### config.mk
export PLATFORM = sky130hd
export DESIGN_NAME = frame_tx_handshake
export DESIGN_NICKNAME = d
export VERILOG_FILES = /design/src/rtl/ftx_pkg.sv /design/src/rtl/ftx_byte_feeder.sv /design/src/rtl/ftx_reply_decoder.sv /design/src/rtl/ftx_tick_timer.sv /design/src/rtl/frame_tx_handshake.sv
export SDC_FILE = /design/constraint.sdc
export NUM_CORES = 1
export LEC_CHECK = 0
export ABC_AREA = 0
export BUFFER_PORTS_ARGS = -buffer_cell sky130_fd_sc_hd__clkbuf_2
export CAP_MARGIN = 10
export CORE_ASPECT_RATIO = 1.1
export CORE_MARGIN = 2
export CORE_UTILIZATION = 26
export DETAILED_ROUTE_END_ITERATION = 8
export PLACE_DENSITY_LB_ADDON = 0.05
export SLEW_MARGIN = 40
export SYNTH_ARGS = -nofsm -noshare
export SYNTH_HDL_FRONTEND = slang
export SYNTH_SLANG_ARGS = --single-unit
### constraint.sdc
create_clock -name clk_i -period 1.8 [get_ports clk_i]
set_clock_uncertainty 0.2 [all_clocks]
set_input_delay 0.36 -clock clk_i [delete_from_list [all_inputs] [get_ports clk_i]]
set_output_delay 0.36 -clock clk_i [all_outputs]
set_load 0.02 [all_outputs]
### src/rtl/ftx_pkg.sv
package ftx_pkg;

  typedef enum logic [1:0] {
    ST_IDLE = 2'd0,
    ST_SEND = 2'd1,
    ST_WAIT = 2'd2,
    ST_GAP  = 2'd3
  } ftx_state_e;

  localparam logic [7:0] CHR_ACK = 8'h06;
  localparam logic [7:0] CHR_NAK = 8'h15;

endpackage

### src/rtl/ftx_byte_feeder.sv
module ftx_byte_feeder #(
  parameter int ADDR_W = 6
) (
  input  logic              clk_i,
  input  logic              rst_ni,
  input  logic              active_i,
  input  logic [ADDR_W-1:0] last_i,
  input  logic              tx_ready_i,
  output logic [ADDR_W-1:0] addr_o,
  output logic              tx_valid_o,
  output logic              last_taken_o
);

  logic [ADDR_W-1:0] idx_q, idx_d;
  logic              take;

  assign take         = active_i && tx_ready_i;
  assign last_taken_o = take && (idx_q == last_i);
  assign tx_valid_o   = active_i;
  assign addr_o       = idx_q;

  always_comb begin
    idx_d = idx_q;
    if (!active_i)         idx_d = '0;
    else if (last_taken_o) idx_d = '0;
    else if (take)         idx_d = idx_q + 1'b1;
  end

  always_ff @(posedge clk_i or negedge rst_ni) begin
    if (!rst_ni) idx_q <= '0;
    else         idx_q <= idx_d;
  end

endmodule

### src/rtl/ftx_reply_decoder.sv
module ftx_reply_decoder
  import ftx_pkg::*;
(
  input  logic       armed_i,
  input  logic [7:0] rx_data_i,
  input  logic       rx_valid_i,
  input  logic       rx_frm_err_i,
  output logic       accept_o,
  output logic       reject_o
);

  always_comb begin
    accept_o = 1'b0;
    reject_o = 1'b0;
    if (armed_i) begin
      if (rx_frm_err_i)                             accept_o = 1'b1;
      else if (rx_valid_i && rx_data_i == CHR_ACK)  accept_o = 1'b1;
      else if (rx_valid_i && rx_data_i == CHR_NAK)  reject_o = 1'b1;
    end
  end

endmodule

### src/rtl/ftx_tick_timer.sv
module ftx_tick_timer #(
  parameter int ACK_TICKS = 160,
  parameter int WBC_TICKS = 20
) (
  input  logic clk_i,
  input  logic rst_ni,
  input  logic clr_i,
  input  logic run_i,
  input  logic sel_gap_i,
  input  logic tick_i,
  output logic expired_o
);

  localparam int MAX_TICKS = (ACK_TICKS > WBC_TICKS) ? ACK_TICKS : WBC_TICKS;
  localparam int CNT_W     = $clog2(MAX_TICKS + 1);

  logic [CNT_W-1:0] cnt_q, cnt_d;
  logic [CNT_W-1:0] final_cnt;
  logic             cnt_en;

  assign final_cnt = sel_gap_i ? CNT_W'(WBC_TICKS - 1) : CNT_W'(ACK_TICKS - 1);
  assign expired_o = run_i && tick_i && (cnt_q == final_cnt);
  assign cnt_en    = clr_i || (run_i && tick_i);

  always_comb begin
    cnt_d = cnt_q;
    if (clr_i)                cnt_d = '0;
    else if (run_i && tick_i) cnt_d = cnt_q + 1'b1;
  end

  always_ff @(posedge clk_i or negedge rst_ni) begin
    if (!rst_ni)     cnt_q <= '0;
    else if (cnt_en) cnt_q <= cnt_d;
  end

endmodule

### src/rtl/frame_tx_handshake.sv
module frame_tx_handshake
  import ftx_pkg::*;
#(
  parameter int ADDR_W    = 6,
  parameter int ACK_TICKS = 160,
  parameter int WBC_TICKS = 20
) (
  input  logic              clk_i,
  input  logic              rst_ni,
  input  logic              tick_i,
  input  logic              send_req_i,
  input  logic [ADDR_W-1:0] frame_last_i,
  output logic              buf_rd_o,
  output logic [ADDR_W-1:0] buf_addr_o,
  input  logic [7:0]        buf_data_i,
  output logic [7:0]        tx_data_o,
  output logic              tx_valid_o,
  input  logic              tx_ready_i,
  input  logic [7:0]        rx_data_i,
  input  logic              rx_valid_i,
  input  logic              rx_frm_err_i,
  output logic              busy_o,
  output logic              done_o,
  output logic              failed_o
);

  ftx_state_e        st_q, st_d;
  logic              retry_q, retry_d;
  logic [ADDR_W-1:0] last_q, last_d;
  logic              done_q, done_d;
  logic              fail_q, fail_d;
  logic              tmr_clr, tmr_exp;
  logic              last_taken, accept, reject;
  logic              in_send, in_wait, in_gap;

  assign in_send = (st_q == ST_SEND);
  assign in_wait = (st_q == ST_WAIT);
  assign in_gap  = (st_q == ST_GAP);

  ftx_byte_feeder #(.ADDR_W(ADDR_W)) u_feeder (
    .clk_i        (clk_i),
    .rst_ni       (rst_ni),
    .active_i     (in_send),
    .last_i       (last_q),
    .tx_ready_i   (tx_ready_i),
    .addr_o       (buf_addr_o),
    .tx_valid_o   (tx_valid_o),
    .last_taken_o (last_taken)
  );

  ftx_reply_decoder u_decoder (
    .armed_i      (in_wait),
    .rx_data_i    (rx_data_i),
    .rx_valid_i   (rx_valid_i),
    .rx_frm_err_i (rx_frm_err_i),
    .accept_o     (accept),
    .reject_o     (reject)
  );

  ftx_tick_timer #(.ACK_TICKS(ACK_TICKS), .WBC_TICKS(WBC_TICKS)) u_timer (
    .clk_i     (clk_i),
    .rst_ni    (rst_ni),
    .clr_i     (tmr_clr),
    .run_i     (in_wait || in_gap),
    .sel_gap_i (in_gap),
    .tick_i    (tick_i),
    .expired_o (tmr_exp)
  );

  assign buf_rd_o  = tx_valid_o;
  assign tx_data_o = buf_data_i;
  assign busy_o    = (st_q != ST_IDLE);
  assign done_o    = done_q;
  assign failed_o  = fail_q;

  always_comb begin
    st_d    = st_q;
    retry_d = retry_q;
    last_d  = last_q;
    done_d  = 1'b0;
    fail_d  = 1'b0;
    tmr_clr = 1'b0;
    unique case (st_q)
      ST_IDLE: begin
        if (send_req_i) begin
          st_d    = ST_SEND;
          retry_d = 1'b0;
          last_d  = frame_last_i;
        end
      end
      ST_SEND: begin
        if (last_taken) begin
          st_d    = ST_WAIT;
          tmr_clr = 1'b1;
        end
      end
      ST_WAIT: begin
        if (accept) begin
          st_d   = ST_IDLE;
          done_d = 1'b1;
        end else if (reject) begin
          if (retry_q) begin
            st_d   = ST_IDLE;
            fail_d = 1'b1;
          end else begin
            st_d    = ST_GAP;
            retry_d = 1'b1;
            tmr_clr = 1'b1;
          end
        end else if (tmr_exp) begin
          st_d   = ST_IDLE;
          done_d = 1'b1;
        end
      end
      ST_GAP: begin
        if (tmr_exp) st_d = ST_SEND;
      end
      default: st_d = ST_IDLE;
    endcase
  end

  always_ff @(posedge clk_i or negedge rst_ni) begin
    if (!rst_ni) begin
      st_q    <= ST_IDLE;
      retry_q <= 1'b0;
      last_q  <= '0;
      done_q  <= 1'b0;
      fail_q  <= 1'b0;
    end else begin
      st_q    <= st_d;
      retry_q <= retry_d;
      last_q  <= last_d;
      done_q  <= done_d;
      fail_q  <= fail_d;
    end
  end

endmodule

After elaboration in Yosys (flattened, before gate mapping)

Cells that the tools add are included.

Flip-flop bits (word level): 25
Bits of input ports: 29
Output and inout bits: 19

Add/sub/neg operators: 2
Eq/ne operators: 14
Multiplexer cells: 38
Reductions and logical operators: 16

Operators by type and width:

| kind                  | count |
|---|---|
| $mux W8               | 3 |
| $mux W1               | 22 |
| $mux W6               | 3 |
| $mux W2               | 7 |
| $ne A2 B2 Y1 const B  | 5 |
| $add A8 B1 Y8 const B | 1 |
| $eq A8 B3 Y1 const B  | 1 |
| $eq A8 B5 Y1 const B  | 1 |
| $eq A8 B8 Y1          | 1 |
| $pmux W2 S4           | 1 |
| $reduce_and A4 Y1     | 2 |
| $add A6 B1 Y6 const B | 1 |
| $eq A6 B6 Y1          | 1 |
| $logic_and A1 B1 Y1   | 6 |
| $reduce_bool A2 Y1    | 3 |
| $eq A2 B2 Y1 const B  | 2 |
| $ne A4 B4 Y1 const B  | 1 |
| $pmux W1 S2           | 2 |
| $reduce_and A2 Y1     | 2 |
| $ne A3 B3 Y1 const B  | 1 |
| $eq A2 B1 Y1 const B  | 1 |
| $logic_not A2 Y1      | 1 |
| $logic_or A1 B1 Y1    | 2 |

Logic depth before layout (Yosys ltp)

Depth in word-level cells: 11
Depth in mapped cells: 7
Mapped depth without buffers: 7

By module

Synthesis repeated with hierarchy kept, for this count alone.

Cells, all modules: 147
Area total of the unflattened synthesis: 1584.0 um2

By module, submodules not included:

| module             | times used | cells each | area each (um2) | sequential area each (um2) |
|---|---|---|---|---|
| frame_tx_handshake | 1          | 57         | 678.2           | 275.3 |
| ftx_tick_timer     | 1          | 46         | 437.9           | 200.2 |
| ftx_byte_feeder    | 1          | 36         | 396.6           | 150.1 |
| ftx_reply_decoder  | 1          | 8          | 71.3            | 0.0 |

Least setup slack after synthesis

OpenSTA, ideal clock, no wires.

Kind: reg2reg
Start point: reg st_q[0]
End point: reg st_q[0]
Setup time: 0.128 ns
Arrival: 1.711 ns
Data required time: 1.472 ns
Slack: -0.239 ns
Stages on the path, launching flop included: 8
Period minus slack after synthesis: 2.039 ns
Cells stage by stage: dfrtp_1 inv_1 ha_1 o211a_1 o211ai_1 nand2_1 o2111ai_2 mux2_1

Cells in the longest elaborated chain, start to end: 6
Elaborated cells on any way between the ends: 21
Those cells by class: 8 x eq/ne; 6 x mux; 7 x reduce/logical

RTL lines:

| what                                                          | RTL line                  | RTL |
|---|---|---|
| start: declaration                                            | frame_tx_handshake.sv:27  | `ftx_state_e st_q, st_d;` |
| start signal: assignment                                      | frame_tx_handshake.sv:130 | `st_q <= st_d;` |
| $eq A2 B2 Y1 *                                                | frame_tx_handshake.sv:37  | `assign in_wait = (st_q == ST_WAIT);` |
| via in_wait                                                   | frame_tx_handshake.sv:34  | `logic in_send, in_wait, in_gap;` |
| $logic_or A1 B1 Y1                                            | frame_tx_handshake.sv:64  | `.run_i (in_wait \|\| in_gap),` |
| $logic_and A1 B1 Y1 (2 in series)                             | ftx_tick_timer.sv:22      | `assign expired_o = run_i && tick_i && (cnt_q == final_cnt);` |
| $ne A4 B4 Y1 (no source line) or $ne A2 B2 Y1 (tied branches) | n/a                       |  |
| $reduce_and A4 Y1 (no source line)                            | n/a                       |  |

The timed path passes the listed nets; every way through them passes the cells marked *.
A chain may end at the register's enable or synchronous reset.

Worst setup path in the final report

Ends and elaborated chain as after synthesis.

==> summary.txt <==
Min cycle time layout = 2.039 ns
Crit path kind = flip-flop to flip-flop
Avg Cell Area, Syn = 10.83 um2
Max cap viols = 0
Skew-Pair Late Insertion Delay = 0.27 ns
Post-synthesis cell count = 131
Core ar. = 0.005325 mm2
Vias per std cell = 4.222
Synth unique cells = 34
Area contributors post-synth = dfrtp_1 44%, xor2_1 8.0%, ha_1 5.3%, buf_4 4.8%, mux2_2 4.8%
Most common cell in the netlist = dfrtp_1
Initial antenna violation count = 0
Largest net degree at the start of global routing = 15
Synth async-reset ratio = 1.000
Routed Antenna Nets = 0
Period utilization = 1.133
Peak supply drop = 0.0004911 V
Fmax = 490.5 MHz
Largest family of logic cells by synthesized area = simple AND/OR/NAND/NOR gates
Setup violators final = 5
EDFF count, synth = 0
Layout Nets = 227
Slew headroom = 0.7281
Data required, critical path = 1.76 ns
Vias in the first global route = 1,145
Top FF cell, synth = dfrtp_1
Post-Syn Area = 0.001419 mm2
First drt pass iteration count = 4
Row count = 28
HP Class = primary input to flip-flop
Max Slew Vio Count = 0
Failing checks = setup timing
CTS tree = built
Commonest cells post-synth = 25 x dfrtp_1, 17 x nor2_1, 13 x xor2_1
Max clock buf depth = 2
YS warnings = 0
Grt ovf = 0
Critical Path Start Type = flip-flop
Leakage = 1.002 nW
CTS H-Tree Depth = 1
Simple-gate area share of the yosys netlist = 0.1887
DR vias = 1,123
Syn-to-layout area delta = 42.68%
Share of Yosys cell area claimed by the top area cell type = 0.4409
Power per cell area = 1284 mW/mm2
N_diodes = 0
Status = finished, violations left
Worst EP arrival = 2.00 ns
XOR/XNOR share of the synthesized area = 0.1111
Adder-cell area share of the yosys netlist = 0.05291
Average wire per standard cell = 12.43 um
Sequential share of the synthesized area = 0.4409
Layout fillers = 563
RSZ-0062 raised after global routing = true
Clock sinks = 25
Root buffer cell = clkbuf_8
Residual DRC = 0
Die W = 74.44 um
HPWL Detailed = 2678 um
Initial DRC Count = 48
FF+latch count, synth = 25
Layout cells sized above 1 = 0.4974
Dominant cell type by area after synthesis = dfrtp_1
Worst-path fanout max = 4
DIE HEIGHT = 81.48 um
Clock-pin slew on the worst setup and hold paths = 0.09 ns
Net count of the mapped netlist = 166
First-pass GRT wire length = 5354 um
Post-synthesis mux area share = 0.07760
GRT Overall Usage = 0.1166
CP Capture Type = flip-flop
Final worst slack = -0.2388 ns
GP Congestion = 0.7750
Worst Tran Pin Value = 0.4078 ns
Initial Util = 0.2664
Die ar. = 0.006065 mm2
Post-Route WL = 3307 um
TritonCTS buffer count = 3
Compound-Gate Fraction of Synth Area = 0.06702
Count of final hold-check violations = 0
Worst hold slack = 0.1178 ns
# IOs = 48
Final core occ = 0.3802
Buffers on Ports = 31
==> where the power goes <==
group	internal (mW)	switching [mW]	leakage (nW)
Sequential	0.726	0.142	0.320
Combinational	0.780	0.610	0.659
Clock	0.158	0.183	0.0228
Total	1.67	0.934	1.00
==> cell type report <==
| cell class | count | area [um2] | area share |
|---|---|---|---|
| flip-flops and latches | 25 | 630.6 | 0.3115 |
| clock buffers | 4 | 45.04 | 0.02225 |
| inverters | 4 | 17.52 | 0.008653 |
| well taps | 75 | 93.84 | 0.04635 |
| repair buffers | 66 | 457.9 | 0.2262 |
| multi-input cells | 92 | 779.5 | 0.3850 |
==> timing repair <==
| item | in CTS | in global routing |
|---|---|---|
| endpoints found under the setup margin | 14 | 20 |
| hold buffers | 1 | 0 |
| setup buffers | 0 | 2 |
| endpoints found under the hold margin | 12 | 0 |
| resized for setup | 9 | 21 |
| pin swaps | 1 | 6 |
==> worst max-delay path, cell delays in order, from the launching register on <==
cell	delay [ns]
dfrtp_2	0.42
inv_2	0.07
ha_4	0.16
nor4bb_2	0.16
a31oi_1	0.23
nand2_1	0.10
o2111ai_2	0.26
mux2_4	0.32
==> per-layer routing <==
layer / up-vias / global-route usage / part of all wire
met5: - / 0 / 0
li1: 562 / - / -
met2: 17 / 0.2115 / 0.55
met3: 2 / 0.02577 / 0.037
met4: 0 / 0.03214 / 0.0057
met1: 542 / 0.1368 / 0.41
==> final timing paths <==
| kind | startpoint | endpoint | slack [ns] | depth (start not counted) |
|---|---|---|---|---|
| worst max-delay path | st_q[0] | st_q[0] | -0.24 | 7 |
| worst min-delay path | frame_last_i[4] | last_q[4] | 0.12 | 2 |
| worst max register to register | st_q[0] | st_q[0] | -0.24 | 7 |
| worst min register to register | last_q[4] | last_q[4] | 0.35 | 1 |
| max in group asynchronous | rst_ni | st_q[0] | 0.60 | 3 |
| min in group asynchronous | rst_ni | u_timer.cnt_q[3] | 0.34 | 2 |
==> state kept, by name, indices dropped and copies added, names as in the netlist <==
name / flops
last_q: 6
failed_o: 1
u_timer.cnt_q: 8
retry_q: 1
u_feeder.addr_o: 6
st_q: 2
done_o: 1
==> layout by cell type (no fill, tap or decap), drive strengths merged, types with 2 or more instances in the layout <==
master	Yosys	layout
buf	10	37
clkbuf	0	32
dfrtp	25	25
nor2	17	17
xor2	13	13
mux2	8	8
and3	6	6
nand2	6	6
ha	6	6
xnor2	5	5
nand3	4	4
inv	4	4
a21oi	3	3
nor4b	2	2
nand4	2	2
mux2i	2	2
nor4bb	2	2
a21boi	2	2
==> cells by family (layout without fill, tap and decap cells) <==
kind of cell	Yosys count	in the layout
AND/OR/NAND/NOR	47	47
flip-flops	25	25
XOR/XNOR	18	18
buffers and inverters	14	74
AO/OA/AOI/OAI	11	11
multiplexers	10	10
adder cells (fa/ha/maj)	6	6
==> per-stage QoR <==
step | area, um2 | TNS [ns] | worst slack, ns | cells | power, mW
floorplan | 1426 | -0.3205 | -0.1554 | 131 | 1.555
global route | 2024 | -1.682 | -0.3409 | 266 | 2.821
finish | 2024 | -0.8829 | -0.2388 | 266 | 2.599
CTS | 1941 | -1.074 | -0.2290 | 265 | 2.479
global placement | 1851 | -1.370 | -0.2123 | 260 | 2.024
detailed placement | 1851 | -2.019 | -0.2772 | 260 | 2.052
No activity file was read; power rests on OpenSTA's default activity.
